`config.mk`:
```
export PLATFORM = sky130hd
export DESIGN_NAME = branch_alarm_monitor
export DESIGN_NICKNAME = d
export VERILOG_FILES = /design/src/rtl/ba_pkg.sv /design/src/rtl/ba_scale.sv /design/src/rtl/ba_timer.sv /design/src/rtl/ba_hyst.sv /design/src/rtl/branch_alarm_monitor.sv
export SDC_FILE = /design/constraint.sdc
export NUM_CORES = 2
export LEC_CHECK = 0
export BUFFER_PORTS_ARGS = -buffer_cell sky130_fd_sc_hd__buf_2
export CORE_MARGIN = 4
export CORE_UTILIZATION = 43
export CTS_CLUSTER_SIZE = 10
export DETAILED_ROUTE_END_ITERATION = 12
export MAX_ROUTING_LAYER = met4
export PLACE_DENSITY = 0.69
export SYNTH_ARGS = -nofsm -noshare
export SYNTH_HDL_FRONTEND = slang
export SYNTH_SLANG_ARGS = --single-unit
```
`constraint.sdc`:
```
create_clock -name clk -period 4.9 [get_ports clk]
set_input_delay 0.245 -clock clk [delete_from_list [all_inputs] [get_ports clk]]
set_output_delay 0.245 -clock clk [all_outputs]
set_load 0.005 [all_outputs]
```
`src/rtl/ba_pkg.sv`:
```
`timescale 1ns/1ps
package ba_pkg;
   typedef enum logic [1:0] {
      RUN_IDLE = 2'd0,
      RUN_ON   = 2'd1,
      RUN_LOST = 2'd2
   } run_t;

   localparam int STS_W    = 16;
   localparam int N_LATCH  = 4;
   localparam int N_THR    = 6;
   // threshold slots
   localparam int T_VHI = 0;
   localparam int T_HI  = 1;
   localparam int T_LO  = 2;
   localparam int T_VLO = 3;
   localparam int T_NUP = 4;
   localparam int T_NDN = 5;
endpackage

```
`src/rtl/ba_scale.sv`:
```
`timescale 1ns/1ps
module ba_scale #(
   parameter int AW = 12,
   parameter int PW = 8,
   parameter int OW = 20
) (
   input  logic [AW-1:0] a,
   input  logic [PW-1:0] pct,
   output logic [OW-1:0] y
);
   localparam int PRW = AW + PW;

   if (PRW < 8) begin : g_bad_width
      $error("ba_scale: product width too small for percent division");
   end

   logic [PRW-1:0] prod;
   logic [PRW-1:0] quot;

   assign prod = {{PW{1'b0}}, a} * {{AW{1'b0}}, pct};
   assign quot = prod / PRW'(100);
   assign y    = OW'(quot);
endmodule

```
`src/rtl/ba_timer.sv`:
```
`timescale 1ns/1ps
module ba_timer #(
   parameter int TW = 8
) (
   input  logic          clk,
   input  logic          rst_n,
   input  logic          tick,
   input  logic          cond,
   input  logic          restart,
   input  logic [TW-1:0] limit,
   output logic          expired
);
   if (TW < 1) begin : g_bad_tw
      $error("ba_timer: TW must be at least 1");
   end

   logic [TW-1:0] cnt_q;

   always_ff @(posedge clk or negedge rst_n) begin
      if (!rst_n)
         cnt_q <= '0;
      else if (!cond || restart)
         cnt_q <= '0;
      else if (tick && (cnt_q < limit))
         cnt_q <= cnt_q + 1'b1;
   end

   assign expired = cond && (cnt_q >= limit);
endmodule

```
`src/rtl/ba_hyst.sv`:
```
`timescale 1ns/1ps
module ba_hyst #(
   parameter int XW      = 20,
   parameter bit UP_SIDE = 1'b1
) (
   input  logic          clk,
   input  logic          rst_n,
   input  logic          en,
   input  logic [XW-1:0] cur,
   input  logic [XW-1:0] thr,
   input  logic [XW-1:0] band,
   output logic          flag
);
   logic          set_c;
   logic          clr_c;
   logic [XW:0]   sum_c;
   logic          flag_q;

   if (UP_SIDE) begin : g_up
      // cur + band < thr  <=>  cur < thr - band, with no underflow
      assign sum_c = {1'b0, cur} + {1'b0, band};
      assign set_c = cur > thr;
      assign clr_c = sum_c < {1'b0, thr};
   end else begin : g_dn
      assign sum_c = {1'b0, thr} + {1'b0, band};
      assign set_c = cur < thr;
      assign clr_c = {1'b0, cur} > sum_c;
   end

   always_ff @(posedge clk or negedge rst_n) begin
      if (!rst_n)
         flag_q <= 1'b0;
      else if (!en)
         flag_q <= 1'b0;
      else if (set_c)
         flag_q <= 1'b1;
      else if (clr_c)
         flag_q <= 1'b0;
   end

   assign flag = flag_q;
endmodule

```
`src/rtl/branch_alarm_monitor.sv`:
```
`timescale 1ns/1ps
module branch_alarm_monitor
   import ba_pkg::*;
#(
   parameter int CUR_W  = 12,
   parameter int PCT_W  = 8,
   parameter int TIME_W = 8
) (
   input  logic              clk,
   input  logic              rst_n,
   input  logic              sec_tick,
   input  logic              sample_vld,
   input  logic [CUR_W-1:0]  sample_amps,
   input  logic [CUR_W-1:0]  rating_amps,
   input  logic [PCT_W-1:0]  vhi_pct,
   input  logic [PCT_W-1:0]  hi_pct,
   input  logic [PCT_W-1:0]  lo_pct,
   input  logic [PCT_W-1:0]  vlo_pct,
   input  logic [PCT_W-1:0]  nl_up_pct,
   input  logic [PCT_W-1:0]  nl_dn_pct,
   input  logic [PCT_W-1:0]  band_pct,
   input  logic [TIME_W-1:0] vhi_secs,
   input  logic [TIME_W-1:0] hi_secs,
   input  logic [TIME_W-1:0] lo_secs,
   input  logic [TIME_W-1:0] vlo_secs,
   input  logic [TIME_W-1:0] on_secs,
   input  logic [TIME_W-1:0] off_secs,
   input  logic              wr_en,
   input  logic [STS_W-1:0]  wr_data,
   output logic [STS_W-1:0]  rd_status
);
   localparam int XW = CUR_W + PCT_W;

   if (CUR_W < 2) begin : g_bad_cur
      $error("branch_alarm_monitor: CUR_W must be at least 2");
   end
   if (PCT_W < 7) begin : g_bad_pct
      $error("branch_alarm_monitor: PCT_W must hold 100");
   end
   if (TIME_W < 1) begin : g_bad_time
      $error("branch_alarm_monitor: TIME_W must be at least 1");
   end

   // ---------------- sample hold ----------------
   logic [CUR_W-1:0] cur_q;
   logic             have_q;

   always_ff @(posedge clk or negedge rst_n) begin
      if (!rst_n) begin
         cur_q  <= '0;
         have_q <= 1'b0;
      end else if (sample_vld) begin
         cur_q  <= sample_amps;
         have_q <= 1'b1;
      end
   end

   logic [XW-1:0] cur_x;
   assign cur_x = XW'(cur_q);

   // ---------------- threshold scaling ----------------
   logic [PCT_W-1:0] pct_arr [N_THR];
   logic [XW-1:0]    thr_arr [N_THR];

   assign pct_arr[T_VHI] = vhi_pct;
   assign pct_arr[T_HI]  = hi_pct;
   assign pct_arr[T_LO]  = lo_pct;
   assign pct_arr[T_VLO] = vlo_pct;
   assign pct_arr[T_NUP] = nl_up_pct;
   assign pct_arr[T_NDN] = nl_dn_pct;

   for (genvar g = 0; g < N_THR; g++) begin : g_thr
      ba_scale #(.AW(CUR_W), .PW(PCT_W), .OW(XW)) u_scale (
         .a   (rating_amps),
         .pct (pct_arr[g]),
         .y   (thr_arr[g])
      );
   end

   logic [XW-1:0] band_up;
   logic [XW-1:0] band_dn;

   ba_scale #(.AW(XW), .PW(PCT_W), .OW(XW)) u_band_up (
      .a (thr_arr[T_NUP]), .pct (band_pct), .y (band_up)
   );
   ba_scale #(.AW(XW), .PW(PCT_W), .OW(XW)) u_band_dn (
      .a (thr_arr[T_NDN]), .pct (band_pct), .y (band_dn)
   );

   // ---------------- run state ----------------
   run_t run_q;
   logic run_on;
   logic below_vlo;
   logic on_cond, off_cond, on_exp, off_exp;

   assign run_on    = (run_q == RUN_ON);
   assign below_vlo = cur_x < thr_arr[T_VLO];
   assign on_cond   = have_q && !run_on && !below_vlo;
   assign off_cond  = have_q && run_on && below_vlo;

   ba_timer #(.TW(TIME_W)) u_on_tmr (
      .clk (clk), .rst_n (rst_n), .tick (sec_tick), .cond (on_cond),
      .restart (1'b0), .limit (on_secs), .expired (on_exp)
   );
   ba_timer #(.TW(TIME_W)) u_off_tmr (
      .clk (clk), .rst_n (rst_n), .tick (sec_tick), .cond (off_cond),
      .restart (1'b0), .limit (off_secs), .expired (off_exp)
   );

   always_ff @(posedge clk or negedge rst_n) begin
      if (!rst_n)
         run_q <= RUN_IDLE;
      else if (on_exp)
         run_q <= RUN_ON;
      else if (off_exp)
         run_q <= RUN_LOST;
   end

   // ---------------- latching alarms ----------------
   logic [N_LATCH-1:0] raw_c;
   logic [N_LATCH-1:0] lat_exp;
   logic [TIME_W-1:0]  dly_arr [N_LATCH];
   logic [N_LATCH:0]   clr_req;
   logic [N_LATCH:0]   set_req;
   logic [N_LATCH:0]   lat_q;

   assign raw_c[T_VHI] = cur_x > thr_arr[T_VHI];
   assign raw_c[T_HI]  = cur_x > thr_arr[T_HI];
   assign raw_c[T_LO]  = cur_x < thr_arr[T_LO];
   assign raw_c[T_VLO] = below_vlo;

   assign dly_arr[T_VHI] = vhi_secs;
   assign dly_arr[T_HI]  = hi_secs;
   assign dly_arr[T_LO]  = lo_secs;
   assign dly_arr[T_VLO] = vlo_secs;

   assign clr_req = {(N_LATCH+1){wr_en}} & ~wr_data[N_LATCH:0];

   for (genvar g = 0; g < N_LATCH; g++) begin : g_lat
      ba_timer #(.TW(TIME_W)) u_tmr (
         .clk     (clk),
         .rst_n   (rst_n),
         .tick    (sec_tick),
         .cond    (have_q && run_on && raw_c[g]),
         .restart (clr_req[g]),
         .limit   (dly_arr[g]),
         .expired (lat_exp[g])
      );
   end

   assign set_req = {off_exp, lat_exp};

   always_ff @(posedge clk or negedge rst_n) begin
      if (!rst_n)
         lat_q <= '0;
      else
         lat_q <= (lat_q | set_req) & ~clr_req;
   end

   // ---------------- non-latching alarms ----------------
   logic nl_up, nl_dn;

   ba_hyst #(.XW(XW), .UP_SIDE(1'b1)) u_nl_up (
      .clk (clk), .rst_n (rst_n), .en (have_q), .cur (cur_x),
      .thr (thr_arr[T_NUP]), .band (band_up), .flag (nl_up)
   );
   ba_hyst #(.XW(XW), .UP_SIDE(1'b0)) u_nl_dn (
      .clk (clk), .rst_n (rst_n), .en (have_q), .cur (cur_x),
      .thr (thr_arr[T_NDN]), .band (band_dn), .flag (nl_dn)
   );

   logic unused_wr;
   assign unused_wr = ^wr_data[STS_W-1:N_LATCH+1];

   assign rd_status = {6'b0, nl_dn, nl_up, 3'b0, lat_q};
endmodule

```
==> summary.md <==
| Metric | Value |
|---|---|
| Largest net degree at the start of global routing | `62` |
| Adder-cell share of the synthesized area | `0.302` |
| Crit end category | `flop` |
| Clk Latency, worst-skew pair | `0.39 ns` |
| Worst Hold Class | `in -> reg` |
| Initial Utilization | `0.435` |
| WHS Path Cells | `2` |
| Min-delay src | `wr_data[4]` |
| Min-Delay Endpoint | `lat_q[4]` |
| Synth warnings | `0` |
| Global-route wire length before repair | `303000 um` |
| Measured slew at the worst slew-check pin | `around 1.2 ns` |
| Synth area leader | `fa_1` |
| Clock transition at path regs | `approximately 0.08 ns` |
| Crit path max-delay cell type | `or4_4` |
| Synth top area share | `0.182` |
| Skew final | `0.0157 ns` |
| Post-detail-place hpwl | `between 150000 and 200000 um` |
| CP max FO | `9` |
| WL/cell | `about 17 um` |
| Syn Area/Cell | `7.69 sq um` |
| Area Growth Syn to Fin | `49.9%` |
| Synth Area in XOR/XNOR | `0.0725` |
| Io pins | `roughly 170` |
| CTS H-tree lvls | `3` |
| Drt drc | `0` |
| Share of cells above drive strength 1 | `0.409` |
| Flop-to-flop setup slack | `0.94 ns` |
| CTS Root Cell | `clkbuf_16` |
| First DRT Iteration DRCs | `about 3900` |
| Failing checks | `negative setup slack` |
| Die H | `between 300 and 400 um` |
| Final min period | `around 29 ns` |
| Worst r2r path cells | `22` |
| Dominant cells by area after synthesis | `fa_1, ha_1, nand2_1` |
| Placeable Area | `128000 sq um` |
| WP data required | `~5 ns` |
| Simple-gate area share of the yosys netlist | `0.237` |
| Mux share of post-synthesis cell area | `0.0255` |
| CTS tree | `yes` |
| Crit path buffers/inverters | `19` |
| Fraction of registers with async set/reset | `1.00` |
| Detail Route Antenna Nets | `0` |
| CTS sink count | `70` |
| Total congestion overflow | `0` |
| Fmax | `34.5 MHz` |
| Final setup vio count | `57` |
| Critical path class | `in -> reg` |
| Port bufs | `144` |
| Max-slew violation count | `0` |
| EDFF count, synth | `0` |
| Final worst setup slack | `-24.09 ns` |
| Worst R2R Start | `cur_q[2]` |
| Main synth FF type | `dfrtp_1` |
| Final worst path period share | `5.92` |
| Register bit total from synthesis | `70` |
| CP Depth | `between 100 and 150` |
| DR vias | `63298` |
| Top delay family on crit path | `compound AO/OA/AOI/OAI gates` |
| Slew HR | `0.193` |
| Post-Syn Instances | `slightly above 7000` |
| Crit-path max cell delay | `roughly 0.59 ns` |
| Max_cap viols | `0` |
| Reg2Reg Capture Point | `u_nl_up.flag` |
| Distinct cells, synth | `about 170` |
| GRT Util Overall | `0.269` |
| CTS buffer count | `9` |
| CP Launch Type | `input port` |
| Synth Area in Compound Gates | `0.255` |
| Drt pass-1 iters | `6` |
| Clk buf depth | `2` |
| Vias in the first global route | `62521` |
| WL final | `around 190000 um` |
| Largest family of logic cells by synthesized area | `adder cells` |
| Post-synthesis cell area | `55600 sq um` |
| Site Rows | `~130` |
| Routability Congestion | `between 0.9 and 1` |
| Die area | `135000 sq um` |
| Final Hold Vio Count | `0` |
| Setup TNS | `-531.52 ns` |
| Initial antenna violation count | `22` |
| CP Data Arrival Time | `29.24 ns` |
| Die extent in x | `368 um` |
| Final #Nets | `10724` |
| Vias per cell | `5.59` |
| Outcome | `complete, but fails checks` |
| Register area share after synthesis | `0.0315` |
| Cell mode on critical path | `buf_4` |
| RSZ-0062 raised after global routing | `true` |
[cell families (layout without fill, tap and decap cells)]
group,Yosys count,after routing
flops,70,70
mux,133,133
other cells,1,30
buf+inv,1056,3384
compound gates,1890,1891
simple gates,2589,2590
xor+xnor,444,444
fa+ha+maj,1047,1047
[synthesized netlist by cell type (157+ instances only)]
| cell | number |
|---|---|
| a21oi_1 | 310 |
| and2_1 | 463 |
| clkbuf_1 | 207 |
| fa_1 | 506 |
| ha_1 | 506 |
| inv_1 | 743 |
| nand2_1 | 800 |
| nand3_1 | 168 |
| nor2_1 | 427 |
| nor3_1 | 157 |
| o21ai_0 | 256 |
| xnor2_1 | 309 |
[placed cells by master, fill, tap and decap left out, types with 49 or more instances in the layout]
master / n
a31oi_1: 49
mux2i_1: 59
fa_1: 479
xor2_1: 102
o21ai_1: 57
nand2b_1: 63
a21oi_2: 93
o21a_1: 71
ha_1: 465
nor3_1: 111
nor2_1: 364
buf_6: 56
o21ai_0: 201
nand2_1: 763
and2_1: 426
inv_1: 709
o211ai_1: 92
buf_4: 2364
a21o_1: 107
nand3_1: 149
o21ai_2: 50
xnor2_2: 49
xnor2_1: 257
buf_2: 134
a21oi_1: 245
dfrtp_1: 70
nor2b_1: 59
nand4_1: 82
[layout make-up]
type                    count  area, sq um
well taps                1729         2160
clock inverters             7          103
fillers                 10239        44600
repair buffers           2602        20000
clock buffers               9          225
inverters                 766         2900
flip-flops and latches     70         1750
multi-input cells        6114        56200
diodes                     21         52.6
[sequential cells by signal, indices dropped and copies added, names as in the netlist, 2 cells and up]
| register | flops |
|---|---|
| g_lat.u_tmr.cnt_q | 32 |
| cur_q | 12 |
| u_off_tmr.cnt_q | 8 |
| u_on_tmr.cnt_q | 8 |
| lat_q | 5 |
| run_q | 2 |
[metal layers]
layer	track usage	part of all wire	vias to the layer above
met5	-	0	-
met4	0.0658	0.032	0
met3	0.0352	0.054	350
met2	0.450	0.48	1713
met1	0.343	0.43	30969
li1	-	-	30266
[repair_timing]
item | 4_1_cts | 5_1_grt
pin swaps | 179 | 525
hold buffers | 1 | 0
cloned | 3 | 6
setup endpoints to repair | 57 | 57
gates resized for setup | 266 | 695
endpoints found under the hold margin | 9 | 0
buffers inserted | 98 | 186
[worst max path at each step]
stage / startpoint / endpoint / slack, ns
finish: nl_up_pct[3] / u_nl_up.flag / -24.09
global route: nl_up_pct[3] / u_nl_up.flag / -25.60
CTS: rating_amps[5] / u_nl_up.flag / -23.72
detailed placement: rating_amps[2] / u_nl_up.flag / -25.46
floorplan: nl_up_pct[2] / u_nl_up.flag / -23.20
global placement: rating_amps[2] / u_nl_up.flag / -25.19
[through the flow]
stage	setup WS (ns)	hold WS (ns)	instances	instance area, sq um	utilization
final	-24.09	0.122	11318	83400	0.652
after floorplan	-23.20	-0.0506	7238	58300	-
after detailed placement	-25.46	0.0814	10994	76000	0.594
after CTS	-23.72	0.106	11112	78500	0.614
after global placement	-25.19	0.0830	10994	76000	0.594
after global routing	-25.60	0.119	11315	83400	0.652
Power is left out: the tool's default activity adds up to more than one toggle a clock period on the data nets, which glitch-free logic cannot reach.
